File: src/rtl/bsl_pkg.sv
package bsl_pkg;

  typedef enum logic [2:0] {
    RK_NONE   = 3'd0,
    RK_LOCAL  = 3'd1,
    RK_NORMAL = 3'd2,
    RK_FULL   = 3'd3,
    RK_POR    = 3'd4
  } rst_kind_e;

  typedef enum logic [2:0] {
    ACT_IDLE   = 3'b001,
    ACT_BOOT   = 3'b010,
    ACT_RESUME = 3'b100
  } action_e;

  // Reset kinds that sample the strap pins again
  function automatic logic kind_latches(rst_kind_e k);
    return (k == RK_POR) || (k == RK_FULL);
  endfunction

  // Reset kinds that start the boot path
  function automatic logic kind_boots(rst_kind_e k);
    return (k == RK_POR) || (k == RK_FULL) || (k == RK_NORMAL);
  endfunction

  // Boot-path outcome given the hibernation flag
  function automatic action_e boot_outcome(logic hib);
    return hib ? ACT_RESUME : ACT_BOOT;
  endfunction

endpackage

File: src/rtl/bsl_reset_arbiter.sv
module bsl_reset_arbiter
  import bsl_pkg::*;
(
  input  logic req_por,
  input  logic req_full,
  input  logic req_norm,
  input  logic req_local,
  output logic latch_ev,
  output logic boot_ev,
  output logic local_ev
);

  rst_kind_e kind;

  // Fixed priority: power-on, full, normal, local
  always_comb begin
    if (req_por)        kind = RK_POR;
    else if (req_full)  kind = RK_FULL;
    else if (req_norm)  kind = RK_NORMAL;
    else if (req_local) kind = RK_LOCAL;
    else                kind = RK_NONE;
  end

  assign latch_ev = kind_latches(kind);
  assign boot_ev  = kind_boots(kind);
  assign local_ev = (kind == RK_LOCAL);

endmodule

File: src/rtl/bsl_strap_reg.sv
module bsl_strap_reg #(
  parameter int STRAP_W = 13
) (
  input  logic               clk,
  input  logic               rst_n,
  input  logic               latch_en,
  input  logic [STRAP_W-1:0] pins,
  output logic [STRAP_W-1:0] word
);

  always_ff @(posedge clk or negedge rst_n) begin
    if (!rst_n)        word <= '0;
    else if (latch_en) word <= pins;
  end

endmodule

File: src/rtl/bsl_field_decode.sv
module bsl_field_decode #(
  parameter int STRAP_W = 13,
  parameter int DEV_W   = 3,
  parameter int PLL_W   = 3,
  parameter int BYP_A   = 5,
  parameter int BYP_B   = 6,
  localparam int CFG_W  = STRAP_W - DEV_W - PLL_W
) (
  input  logic [STRAP_W-1:0] word,
  output logic [DEV_W-1:0]   dev,
  output logic [CFG_W-1:0]   cfg,
  output logic [PLL_W-1:0]   pll_sel,
  output logic [PLL_W-1:0]   ext_cfg,
  output logic               bypass
);

  localparam int PLL_LSB = DEV_W + CFG_W;

  function automatic logic dev_bypasses(logic [DEV_W-1:0] d);
    return (d == DEV_W'(BYP_A)) || (d == DEV_W'(BYP_B));
  endfunction

  logic [PLL_W-1:0] top_field;

  assign dev       = word[DEV_W-1:0];
  assign cfg       = word[PLL_LSB-1:DEV_W];
  assign top_field = word[STRAP_W-1:PLL_LSB];
  assign bypass    = dev_bypasses(dev);
  assign pll_sel   = bypass ? '0 : top_field;
  assign ext_cfg   = bypass ? top_field : '0;

endmodule

File: src/rtl/bsl_action_ctrl.sv
module bsl_action_ctrl
  import bsl_pkg::*;
#(
  parameter int ADDR_W = 32
) (
  input  logic              clk,
  input  logic              rst_n,
  input  logic              boot_ev,
  input  logic              local_ev,
  input  logic              hib_flag,
  input  logic [ADDR_W-1:0] hib_addr,
  input  logic              ack,
  output action_e           act,
  output logic [ADDR_W-1:0] addr
);

  action_e           act_n;
  logic [ADDR_W-1:0] addr_n;

  always_comb begin
    act_n  = act;
    addr_n = addr;
    if (boot_ev) begin
      act_n  = boot_outcome(hib_flag);
      addr_n = hib_flag ? hib_addr : '0;
    end else if (local_ev || ack) begin
      act_n  = ACT_IDLE;
      addr_n = '0;
    end
  end

  always_ff @(posedge clk or negedge rst_n) begin
    if (!rst_n) begin
      act  <= ACT_IDLE;
      addr <= '0;
    end else begin
      act  <= act_n;
      addr <= addr_n;
    end
  end

endmodule

File: src/rtl/boot_strap_latch.sv
module boot_strap_latch
  import bsl_pkg::*;
#(
  parameter int STRAP_W = 13,
  parameter int DEV_W   = 3,
  parameter int PLL_W   = 3,
  parameter int ADDR_W  = 32,
  parameter int BYP_A   = 5,
  parameter int BYP_B   = 6,
  localparam int CFG_W  = STRAP_W - DEV_W - PLL_W
) (
  input  logic               clk,
  input  logic               rst_n,
  input  logic               req_por,
  input  logic               req_full,
  input  logic               req_norm,
  input  logic               req_local,
  input  logic [STRAP_W-1:0] strap_pins,
  input  logic               hib_flag,
  input  logic [ADDR_W-1:0]  hib_addr,
  input  logic               ack,
  output logic [STRAP_W-1:0] status_word,
  output logic [DEV_W-1:0]   boot_dev,
  output logic [CFG_W-1:0]   dev_cfg,
  output logic [PLL_W-1:0]   pll_sel,
  output logic [PLL_W-1:0]   ext_cfg,
  output logic               pll_bypass,
  output logic               act_boot,
  output logic               act_resume,
  output logic               act_idle,
  output logic [ADDR_W-1:0]  resume_addr
);

  // Named internal events, also observed by the checker
  logic    latch_ev;
  logic    boot_ev;
  logic    local_ev;
  action_e act;

  bsl_reset_arbiter u_arb (
    .req_por  (req_por),
    .req_full (req_full),
    .req_norm (req_norm),
    .req_local(req_local),
    .latch_ev (latch_ev),
    .boot_ev  (boot_ev),
    .local_ev (local_ev)
  );

  bsl_strap_reg #(.STRAP_W(STRAP_W)) u_reg (
    .clk     (clk),
    .rst_n   (rst_n),
    .latch_en(latch_ev),
    .pins    (strap_pins),
    .word    (status_word)
  );

  bsl_field_decode #(
    .STRAP_W(STRAP_W), .DEV_W(DEV_W), .PLL_W(PLL_W),
    .BYP_A(BYP_A), .BYP_B(BYP_B)
  ) u_dec (
    .word   (status_word),
    .dev    (boot_dev),
    .cfg    (dev_cfg),
    .pll_sel(pll_sel),
    .ext_cfg(ext_cfg),
    .bypass (pll_bypass)
  );

  bsl_action_ctrl #(.ADDR_W(ADDR_W)) u_act (
    .clk     (clk),
    .rst_n   (rst_n),
    .boot_ev (boot_ev),
    .local_ev(local_ev),
    .hib_flag(hib_flag),
    .hib_addr(hib_addr),
    .ack     (ack),
    .act     (act),
    .addr    (resume_addr)
  );

  assign act_idle   = act[0];
  assign act_boot   = act[1];
  assign act_resume = act[2];

endmodule

File: config.mk
export PLATFORM = sky130hd
export DESIGN_NAME = boot_strap_latch
export DESIGN_NICKNAME = d
export VERILOG_FILES = /design/src/rtl/bsl_pkg.sv /design/src/rtl/bsl_reset_arbiter.sv /design/src/rtl/bsl_strap_reg.sv /design/src/rtl/bsl_field_decode.sv /design/src/rtl/bsl_action_ctrl.sv /design/src/rtl/boot_strap_latch.sv
export SDC_FILE = /design/constraint.sdc
export NUM_CORES = 1
export LEC_CHECK = 0
export CAP_MARGIN = 0
export CORE_ASPECT_RATIO = 0.7
export CORE_MARGIN = 5
export CORE_UTILIZATION = 35
export CTS_BUF_LIST = sky130_fd_sc_hd__clkbuf_2
export DETAILED_ROUTE_END_ITERATION = 8
export DONT_BUFFER_PORTS = 1
export GPL_ROUTABILITY_DRIVEN = 0
export MAX_ROUTING_LAYER = met4
export PLACE_DENSITY = 0.55
export SLEW_MARGIN = 10
export SYNTH_ARGS = -nofsm -noshare
export SYNTH_HDL_FRONTEND = slang
export SYNTH_HIERARCHICAL = 1
export SYNTH_SLANG_ARGS = --single-unit
File: constraint.sdc
create_clock -name clk -period 1.3 [get_ports clk]
set_clock_uncertainty 0.15 [all_clocks]
set_input_delay 0 -clock clk [delete_from_list [all_inputs] [get_ports clk]]
set_output_delay 0 -clock clk [all_outputs]
set_load 0.01 [all_outputs]
==> metrics.yaml, run 1 <==
sta:
  fin_ws_ns: -0.3757
  drv_slew: 0
  fin_crit_sh_pct: 128.9
  fmax_mhz: 596.8
  tns_ns: -2.124
  tightestPinTransition_ns: 0.7455
  setup-violations-final: 8
  period_needed_ns: 1.676
  hold_violations: 0
  max-slew-margin-rel_pct: 50.30
  rsz0062_at_grt: "yes"
route:
  wl_per_cell_um: 20.98
  drc: 0
  highest_layer: "met4"
  vias: 1412
  drt_iter0_markers: 60
  avgViaCountPerCell: 5.389
  wl_mm: 5.498
  firstDrtPassIters: 5
  wl_met3_um: 353
  m1WireLength_mm: 2.063
  antenna_left: 0
  wl_met2_mm: 3.028
die:
  start_util_pct: 35.63
  core_um2: 5640
  die_y_um: 73.40
  dieArea_um2: 7381
  io_pins: 118
  rows: 23
  die_w_um: 100.6
synthesis:
  ys_ff_latch: 48
  synth.net_count: 187
  yosysSeqAreaShare_pct: 59.84
  synthCells: 134
  synth_cell_types: 24
  yosys_warnings: 6
  syn-cell-area_um2: 2009
  postSynthAreaPerCell_um2: 15.00
cts:
  cts_root_buffer: "clkbuf_2"
  cts_inserted_buffers: 5
  cts_max_path_buffers: 2
  cts.clk_slew.worst_paths_ns: 0.22
  cts_tree: "yes"
  cts.sinks: 48
  htree_num_levels: 2
  worstSkewPairLatency_ns: 0.38
critical_path:
  cp.required_ns: 1.49
  cp.arrival_ns: 1.87
  ff2ff_setup_slack_ns: 0.08
  worst-setup-path-type: "primary input to register"
  worstSetupStartpointType: "primary input"
  r2r-end: "u_act/act[1]"
  path_buf_inv: 2
  worstSetupEndpointType: "register"
  crit_chain: "dlymetal6s4s_1 > or3_4 > dlygate4sd3_1 > or4b_1 > o21ai_1"
  worstReg2RegStart: "u_act/act[1]"
  crit_start: "req_norm"
  crit_slowest_cell: "dlygate4sd3_1"
  critPathMaxFanout: 4
  crit_family: "simple AND/OR/NAND/NOR gates"
  cpPeakStageDelay_ns: 0.58
  r2r_cells: 2
grt:
  track_usage_pct: 14.72
  grt-ovfl-total: 0
  grt_pass1_vias: 1591
  antenna_found_initial: 0
  grt_pass1_wl_mm: 8.155
  grt_start_max_net_pins: 49
hold_path:
  min_to: "u_act/act[1]"
  hold_start: "req_norm"
  hold_class: "primary input to register"
  min_path_cells: 4
cells_and_area:
  num-nets-final: 240
  final_common_cell: "dlygate4sd3_1"
  layout_common_cells: "dlygate4sd3_1, dfrtp_1, a32o_1"
  num_antenna_cells: 0
  area_growth_pct: 34.68
  drive_gt1_share_pct: 21.93
job:
  cap_violations: 0
power_and_ir_drop:
  power_mw: 2.813
  leakagePower_nw: 1.215
  ir_drop_mv: 0.3782
  p_per_area_nw_per_um2: 1039
outcome:
  status: "complete, but fails checks"
  violations: "setup timing"
place:
  hpwlAfterDp_mm: 3.240
  port_buffers: 0
==> how the worst max path moves through the flow <==
| stage | end | cells past startpoint |
|---|---|---|
| 6_report | u_act/act[1] | 5 |
| 2_1_floorplan | u_act/addr[30] | 5 |
| 3_5_place_dp | u_act/addr[3] | 4 |
| 3_3_place_gp | u_act/addr[20] | 4 |
| 5_1_grt | pll_sel[0] | 3 |
| 4_1_cts | pll_sel[1] | 3 |
==> flip-flops by register name (all words and copies together) (netlist names) <==
| name | count |
|---|---|
| u_act/addr | 32 |
| u_act/act | 3 |
| u_reg/word | 13 |
==> power by group <==
part	switching, mW	internal [mW]	leakage, nW
clock	0.447	0.129	0.0288
combinational	0.210	0.284	0.585
sequential	0.149	1.59	0.601
==> stage by stage <==
stage               area [um^2]  hold slack (ns)  util (%)  std cells  worst slack [ns]
finish                     2706          0.04936     47.98        262           -0.3757
global placement           2027          -0.4444     35.94        196           -0.3767
floorplan                  2009          -0.4456         -        134           0.03144
detailed placement         2027          -0.4446     35.94        196           -0.4868
global route               2706          0.05263     47.98        262           -0.3860
CTS                        2626          -0.1077     46.56        257           -0.3090
==> cell usage after synthesis <==
master / number / area, um^2
and3_1: 3 / 18.77
nor4b_1: 1 / 8.760
mux2_2: 3 / 33.78
or4b_1: 1 / 10.01
dfrtp_1: 47 / 1176
dfstp_2: 1 / 26.28
inv_1: 1 / 3.750
buf_4: 10 / 75.07
or2_1: 1 / 6.260
o21ai_1: 1 / 5.000
nor3_1: 1 / 5.000
and3_2: 1 / 7.510
buf_6: 5 / 56.30
mux2_4: 10 / 150.1
and2_1: 1 / 6.260
nor2_2: 1 / 6.260
a31o_1: 2 / 17.52
a32o_1: 31 / 310.3
and2_2: 1 / 7.510
buf_2: 6 / 30.03
or3_1: 1 / 6.260
nor2_1: 1 / 3.750
a21boi_0: 3 / 22.52
xor2_2: 1 / 16.27
==> routing by layer <==
metal,GRT usage [%],vias to the layer above
met5,-,-
met4,4.484,0
met3,3.985,4
met2,26.28,61
met1,16.18,732
li1,-,615
==> kinds of logic (layout without fill, tap and decap cells) <==
logic type                count (synthesis)  in the layout  synth area share, %
AOI/OAI and AO/OA                        37             37                17.68
DFF                                      48             48                59.84
buffers and inverters                    22             74                8.219
muxes                                    13             13                9.153
xor gates and xnor gates                  1              1               0.8097
and+or+nand+nor                          13             14                4.297
==> final cells by class <==
cell class	count	area, um^2
inverters	1	3.754
repair buffers	66	699.4
flip-flops and latches	48	1202
clock buffers	6	30.03
clock inverters	1	5.005
fillers	516	2934
multi-input cells	65	671.9
well taps	75	93.84
==> worst register-to-register path, cell delays in order (launching register included) <==
cell	delay [ns]
dfrtp_1	0.47
or4b_1	0.46
o21ai_1	0.10
==> what timing repair did <==
action	in CTS	in global routing
pin swaps	2	4
endpoints found under the hold margin	96	2
setup endpoints to repair	26	43
resized for setup	5	7
buffers inserted	1	2
gates cloned	0	1
hold buffers	53	2
No activity file was read; power rests on OpenSTA's default activity.
==> inputs of run 2 (changes only) <==
Settings changed: CORE_UTILIZATION 35 to 40, CTS_BUF_LIST sky130_fd_sc_hd__clkbuf_2 to sky130_fd_sc_hd__clkbuf_8, PLACE_DENSITY 0.55 to 0.6.
==> metrics.yaml, run 2 (synthesized netlist as in run 1, its figures left out) <==
hold_path:
  min_to: "u_act/act[0]"  # was u_act/act[1]
  hold_start: "req_norm"  # unchanged
  hold_class: "primary input to register"  # unchanged
  min_path_cells: 2  # was 4
cells_and_area:
  drive_gt1_share_pct: 19.66  # was 21.93%
  largestRegisters: "u_act/addr (32), u_reg/word (13), u_act/act (3)"  # unchanged
  layout_common_cells: "dlygate4sd3_1, dfrtp_1, a32o_1"  # unchanged
  fin_cells: 247  # was 262
  multi_input_area_um2: 646.9  # was 671.9 um^2
  final_common_cell: "dlygate4sd3_1"  # unchanged
  num-fill-cells: 435  # was 516
  num-nets-final: 231  # was 240
  area_growth_pct: 31.20  # was 34.68%
  num_antenna_cells: 0  # unchanged
  top_register: "u_act/addr"  # unchanged
  largest_register_ffs: 32  # unchanged
  regArea_um2: 1202  # unchanged
die:
  start_util_pct: 41.56  # was 35.63%
  core_um2: 4835  # was 5640 um^2
  rows: 21  # was 23
  dieArea_um2: 6564  # was 7381 um^2
  die_y_um: 69.30  # was 73.40 um
  die_w_um: 94.72  # was 100.6 um
  io_pins: 118  # unchanged
route:
  firstDrtPassIters: 4  # was 5
  wl_met3_um: 308  # was 353 um
  wl_mm: 4.938  # was 5.498 mm
  highest_layer: "met4"  # unchanged
  drt_iter0_markers: 36  # was 60
  drc: 0  # unchanged
  wl_per_cell_um: 19.99  # was 20.98 um
  m1WireLength_mm: 1.707  # was 2.063 mm
  antenna_left: 0  # unchanged
  wl_met2_mm: 2.870  # was 3.028 mm
  vias: 1355  # was 1412
  avgViaCountPerCell: 5.486  # was 5.389
job:
  cap_violations: 0  # unchanged
sta:
  drv_slew: 0  # unchanged
  fin_crit_sh_pct: 110.5  # was 128.9%
  holdWs_ns: -0.2184  # was 0.04936 ns
  tightestPinTransition_ns: 0.7426  # was 0.7455 ns
  fmax_mhz: 696.2  # was 596.8 MHz
  period_needed_ns: 1.436  # was 1.676 ns
  setup-violations-final: 40  # was 8
  rsz0062_at_grt: "yes"  # unchanged
  hold_violations: 2  # was 0
  fin_ws_ns: -0.1364  # was -0.3757 ns
  max-slew-margin-rel_pct: 50.38  # was 50.30%
outcome:
  status: "complete, but fails checks"  # unchanged
  violations: "hold timing, setup timing"  # was setup timing
power_and_ir_drop:
  power_mw: 3.100  # was 2.813 mW
  ir_drop_mv: 0.6453  # was 0.3782 mV
  p_per_area_nw_per_um2: 1176  # was 1039 nW/um^2
  leakagePower_nw: 1.159  # was 1.215 nW
critical_path:
  critPathMaxFanout: 33  # was 4
  cp.arrival_ns: 1.51  # was 1.87 ns
  crit_start: "ack"  # was req_norm
  worst-setup-path-type: "primary input to register"  # unchanged
  worstSetupEndpointType: "register"  # unchanged
  ff2ff_setup_slack_ns: 0.11  # was 0.08 ns
  r2r_cells: 2  # unchanged
  worstReg2RegStart: "u_act/act[1]"  # unchanged
  r2r-end: "u_act/act[1]"  # unchanged
  worstSetupStartpointType: "primary input"  # unchanged
  cp.required_ns: 1.37  # was 1.49 ns
cts:
  cts.clk_slew.worst_paths_ns: 0.08  # was 0.22 ns
  cts_tree: "yes"  # unchanged
  cts_inserted_buffers: 5  # unchanged
  htree_num_levels: 2  # unchanged
  cts_max_path_buffers: 2  # unchanged
  cts.sinks: 48  # unchanged
  worstSkewPairLatency_ns: 0.28  # was 0.38 ns
  cts_root_buffer: "clkbuf_8"  # was clkbuf_2
grt:
  grt_start_max_net_pins: 49  # unchanged
  grt_pass1_vias: 1515  # was 1591
  grt_pass1_wl_mm: 7.665  # was 8.155 mm
  antenna_found_initial: 0  # unchanged
  grt-ovfl-total: 0  # unchanged
  track_usage_pct: 15.44  # was 14.72%
place:
  hpwlAfterDp_mm: 3.099  # was 3.240 mm
  port_buffers: 0  # unchanged
  placedCellCount: 190  # was 196
## run 2: changes by cell type in the layout (fill, tap and decap cells not counted), sizes merged
cell          before  now
clkinv             1    0
clkbuf             6    7
buf               12   10
nor2               3    2
dlygate4sd3       51   48
dlymetal6s4s       3    0
## run 2: metal layers
metal / up-vias / track usage [%]
li1: 592 / -
met1: 699 / 14.64
met4: 0 / 4.800
met5: - / -
met2: 58 / 29.38
met3: 6 / 4.555
## run 2: report_power, final
| group | leakage [nW] | total (mW) | switching [mW] | internal [mW] |
|---|---|---|---|---|
| clock | 0.0503 | 0.911 | 0.437 | 0.474 |
| combinational | 0.507 | 0.448 | 0.190 | 0.258 |
| sequential | 0.601 | 1.74 | 0.150 | 1.59 |
## run 2: worst max-delay path, stage by stage
cell           delay [ns]
dlygate4sd3_1        0.60
nor2_4               0.61
a32o_1               0.28
## run 2: worst max-delay path by stage
| stage | endpoint | slack [ns] | cells past startpoint |
|---|---|---|---|
| floorplan | u_act/addr[30] | 0.03 | 5 |
| global placement | u_act/addr[5] | -0.35 | 4 |
| detailed placement | u_act/addr[18] | -0.49 | 4 |
| CTS | pll_sel[2] | -0.13 | 3 |
| global route | pll_sel[0] | -0.23 | 3 |
| finish | u_act/addr[1] | -0.14 | 3 |
## run 2: area by class of cell
class / instances / area share [%]
Sequential cell: 48 / 45.61
Multi-Input combinational cell: 64 / 24.54
Timing Repair Buffer: 58 / 22.78
Clock buffer: 7 / 3.654
Tap cell: 69 / 3.275
Inverter: 1 / 0.1424
## run 2: per-stage QoR
stage               hold WS [ns]  setup slack (ns)  util [%]  setup TNS [ns]  instance area [um^2]
floorplan                -0.4456           0.03144         -               0                  2009
global placement         -0.4445           -0.3483     41.77          -11.32                  2019
detailed placement       -0.4443           -0.4886     41.77          -15.30                  2019
CTS                      -0.7648           -0.1274     53.55         -0.6427                  2589
global route             -0.2269           -0.2285     54.53          -7.525                  2636
finish                   -0.2184           -0.1364     54.53          -4.688                  2636
## run 2: what timing repair did
action | 4_1_cts | 5_1_grt
hold endpoints to repair | 96 | 54
endpoints found under the setup margin | 40 | 7
buffers inserted | 1 | 0
pin swaps | 1 | 4
gates resized for setup | 2 | 2
hold buffers | 46 | 3
==> inputs of run 3 (changes only) <==
--- a/config.mk
+++ b/config.mk
@@ -9,11 +9,10 @@
 export CORE_ASPECT_RATIO = 0.7
 export CORE_MARGIN = 5
-export CORE_UTILIZATION = 40
+export CORE_UTILIZATION = 35
 export CTS_BUF_LIST = sky130_fd_sc_hd__clkbuf_8
 export DETAILED_ROUTE_END_ITERATION = 8
 export DONT_BUFFER_PORTS = 1
 export GPL_ROUTABILITY_DRIVEN = 0
-export MAX_ROUTING_LAYER = met4
-export PLACE_DENSITY = 0.6
+export PLACE_DENSITY = 0.55
 export SLEW_MARGIN = 10
 export SYNTH_ARGS = -nofsm -noshare
==> constraint.sdc (replaced) <==
create_clock -name clk -period 1.3 [get_ports clk]
set_clock_uncertainty 0.15 [all_clocks]
set_input_delay 0.13 -clock clk [delete_from_list [all_inputs] [get_ports clk]]
set_output_delay 0.13 -clock clk [all_outputs]
set_load 0.01 [all_outputs]
==> metrics.yaml, run 3 (synthesized netlist as in run 1, its figures left out) <==
die:
  start_util_pct: 35.63  # was 41.56%
  die_w_um: 100.6  # was 94.72 um
  core_um2: 5640  # was 4835 um^2
  die_y_um: 73.40  # was 69.30 um
  rows: 23  # was 21
  io_pins: 118  # unchanged
  dieArea_um2: 7381  # was 6564 um^2
critical_path:
  worstReg2RegStart: "u_act/act[1]"  # unchanged
  worstSetupStartpointType: "register"  # was primary input
  crit_chain: "xor2_2 > a21boi_1 > buf_4"  # was dlygate4sd3_1 > nor2_4 > a32o_1
  r2r-end: "u_act/act[1]"  # unchanged
  worst-setup-path-type: "register to primary output"  # was primary input to register
  cp.required_ns: 1.02  # was 1.37 ns
  crit_start: "u_reg/word[1]"  # was ack
  ff2ff_setup_slack_ns: 0.13  # was 0.11 ns
  cpPeakStageDelay_ns: 0.43  # was 0.61 ns
  worstSetupEndpointType: "primary output"  # was register
  cp.arrival_ns: 1.29  # was 1.51 ns
  critPathMaxFanout: 7  # was 33
  crit_slowest_cell: "dfrtp_1"  # was nor2_4
  r2r_cells: 2  # unchanged
cells_and_area:
  largest_register_ffs: 32  # unchanged
  num_antenna_cells: 0  # unchanged
  layout_common_cells: "dlygate4sd3_1, dfrtp_1, a32o_1"  # unchanged
  final_common_cell: "dlygate4sd3_1"  # unchanged
  largestRegisters: "u_act/addr (32), u_reg/word (13), u_act/act (3)"  # unchanged
  top_register: "u_act/addr"  # unchanged
  fin_cells: 253  # was 247
  area_growth_pct: 32.32  # was 31.20%
  num-nets-final: 232  # was 231
  stdcell_area_um2: 2659  # was 2636 um^2
  drive_gt1_share_pct: 20.79  # was 19.66%
route:
  drt_iter0_markers: 56  # was 36
  drc: 0  # unchanged
  firstDrtPassIters: 4  # unchanged
  vias: 1357  # was 1355
  antenna_left: 0  # unchanged
  wl_per_cell_um: 20.26  # was 19.99 um
  avgViaCountPerCell: 5.364  # was 5.486
  wl_mm: 5.125  # was 4.938 mm
grt:
  grt_start_max_net_pins: 49  # unchanged
  antenna_found_initial: 0  # unchanged
  grt_pass1_wl_mm: 7.928  # was 7.665 mm
  grt-ovfl-total: 0  # unchanged
  track_usage_pct: 13.72  # was 15.44%
  grt_pass1_vias: 1518  # was 1515
sta:
  max-slew-margin-rel_pct: 47.74  # was 50.38%
  holdWs_ns: -0.6153  # was -0.2184 ns
  rsz0062_at_grt: "yes"  # unchanged
  fmax_mhz: 636.7  # was 696.2 MHz
  fin_crit_sh_pct: 120.8  # was 110.5%
  period_needed_ns: 1.571  # was 1.436 ns
  drv_slew: 0  # unchanged
  hold_violations: 48  # was 2
  fin_ws_ns: -0.2705  # was -0.1364 ns
  tightestPinTransition_ns: 0.7821  # was 0.7426 ns
  setup-violations-final: 7  # was 40
cts:
  htree_num_levels: 2  # unchanged
  cts_root_buffer: "clkbuf_8"  # unchanged
  cts.sinks: 48  # unchanged
  cts.clk_slew.worst_paths_ns: 0.08  # about the same
  cts_inserted_buffers: 5  # unchanged
  cts_max_path_buffers: 2  # unchanged
  post_cts_buffers: 0  # was 1
  cts_tree: "yes"  # unchanged
  hold_buffers: 49  # was 46
  worstSkewPairLatency_ns: 0.28  # about the same
place:
  place_ws_ns: -0.5037  # was -0.4886 ns
  placedCellCount: 198  # was 190
  placed_area_um2: 2056  # was 2019 um^2
  hpwlAfterDp_mm: 3.277  # was 3.099 mm
  port_buffers: 0  # unchanged
hold_path:
  hold_class: "primary input to async pin"  # was primary input to register
job:
  cap_violations: 0  # unchanged
power_and_ir_drop:
  p_per_area_nw_per_um2: 1183  # was 1176 nW/um^2
  leakagePower_nw: 1.166  # was 1.159 nW
  ir_drop_mv: 0.5089  # was 0.6453 mV
outcome:
  status: "complete, but fails checks"  # unchanged
  violations: "hold timing, setup timing"  # unchanged
-- run 3: changes by cell type in the layout (fill, tap and decap cells not counted), sizes merged --
cell / change
clkbuf: -2
bufinv: +1
dlygate4sd3: +1
-- run 3: how the worst max path moves through the flow --
stage / end / slack, ns / cells after the start
after detailed placement: u_act/addr[3] / -0.50 / 3
after floorplan: u_act/addr[30] / -0.05 / 5
after global routing: pll_sel[1] / -0.37 / 3
after global placement: u_act/addr[17] / -0.38 / 3
final: pll_sel[1] / -0.27 / 3
after CTS: ext_cfg[0] / -0.24 / 2
-- run 3: area by class of cell --
| type | instances | area [um^2] |
|---|---|---|
| fill | 525 | 2982 |
| sequential | 48 | 1202 |
| multi-input combinational | 64 | 669.4 |
| timing repair buffer | 59 | 590.6 |
| tap | 75 | 93.84 |
| clock buffer | 5 | 68.82 |
| clock inverter | 1 | 30.03 |
| inverter | 1 | 3.754 |
-- run 3: metal layers --
| layer | track usage (%) | routed length [um] | vias to the layer above |
|---|---|---|---|
| met5 | 0 | 0 | - |
| met4 | 3.139 | 35 | 0 |
| met3 | 4.934 | 429 | 4 |
| met2 | 24.01 | 2678 | 60 |
| met1 | 16.29 | 1982 | 700 |
| li1 | - | - | 593 |
-- run 3: metrics by stage --
| stage | TNS (ns) | total power, mW | util [%] |
|---|---|---|---|
| finish | -1.680 | 3.146 | 47.14 |
| global route | -2.223 | 3.290 | 47.14 |
| CTS | -1.580 | 3.190 | 46.98 |
| detailed placement | -16.04 | 2.070 | 36.45 |
| global placement | -12.28 | 2.052 | 36.45 |
| floorplan | -1.569 | 2.013 | - |
-- run 3: critical path, delay by kind of cell, from the launching register on --
kind / cells / cell delay [ns]
XOR/XNOR: 1 / 0.28
buffers and inverters: 1 / 0.16
AO/OA/AOI/OAI: 1 / 0.13
flip-flops: 1 / 0.43
-- run 3: power breakdown --
| group | internal, mW | leakage (nW) | switching, mW | total (mW) |
|---|---|---|---|---|
| Combinational | 0.257 | 0.515 | 0.179 | 0.437 |
| Sequential | 1.59 | 0.601 | 0.138 | 1.73 |
| Clock | 0.552 | 0.0501 | 0.426 | 0.978 |
-- run 3: what timing repair did --
| action | CTS | global route |
|---|---|---|
| setup endpoints to repair | 40 | 8 |
| resized for setup | 4 | 1 |
| pin swaps | 2 | 2 |
| endpoints found under the hold margin | 95 | 48 |
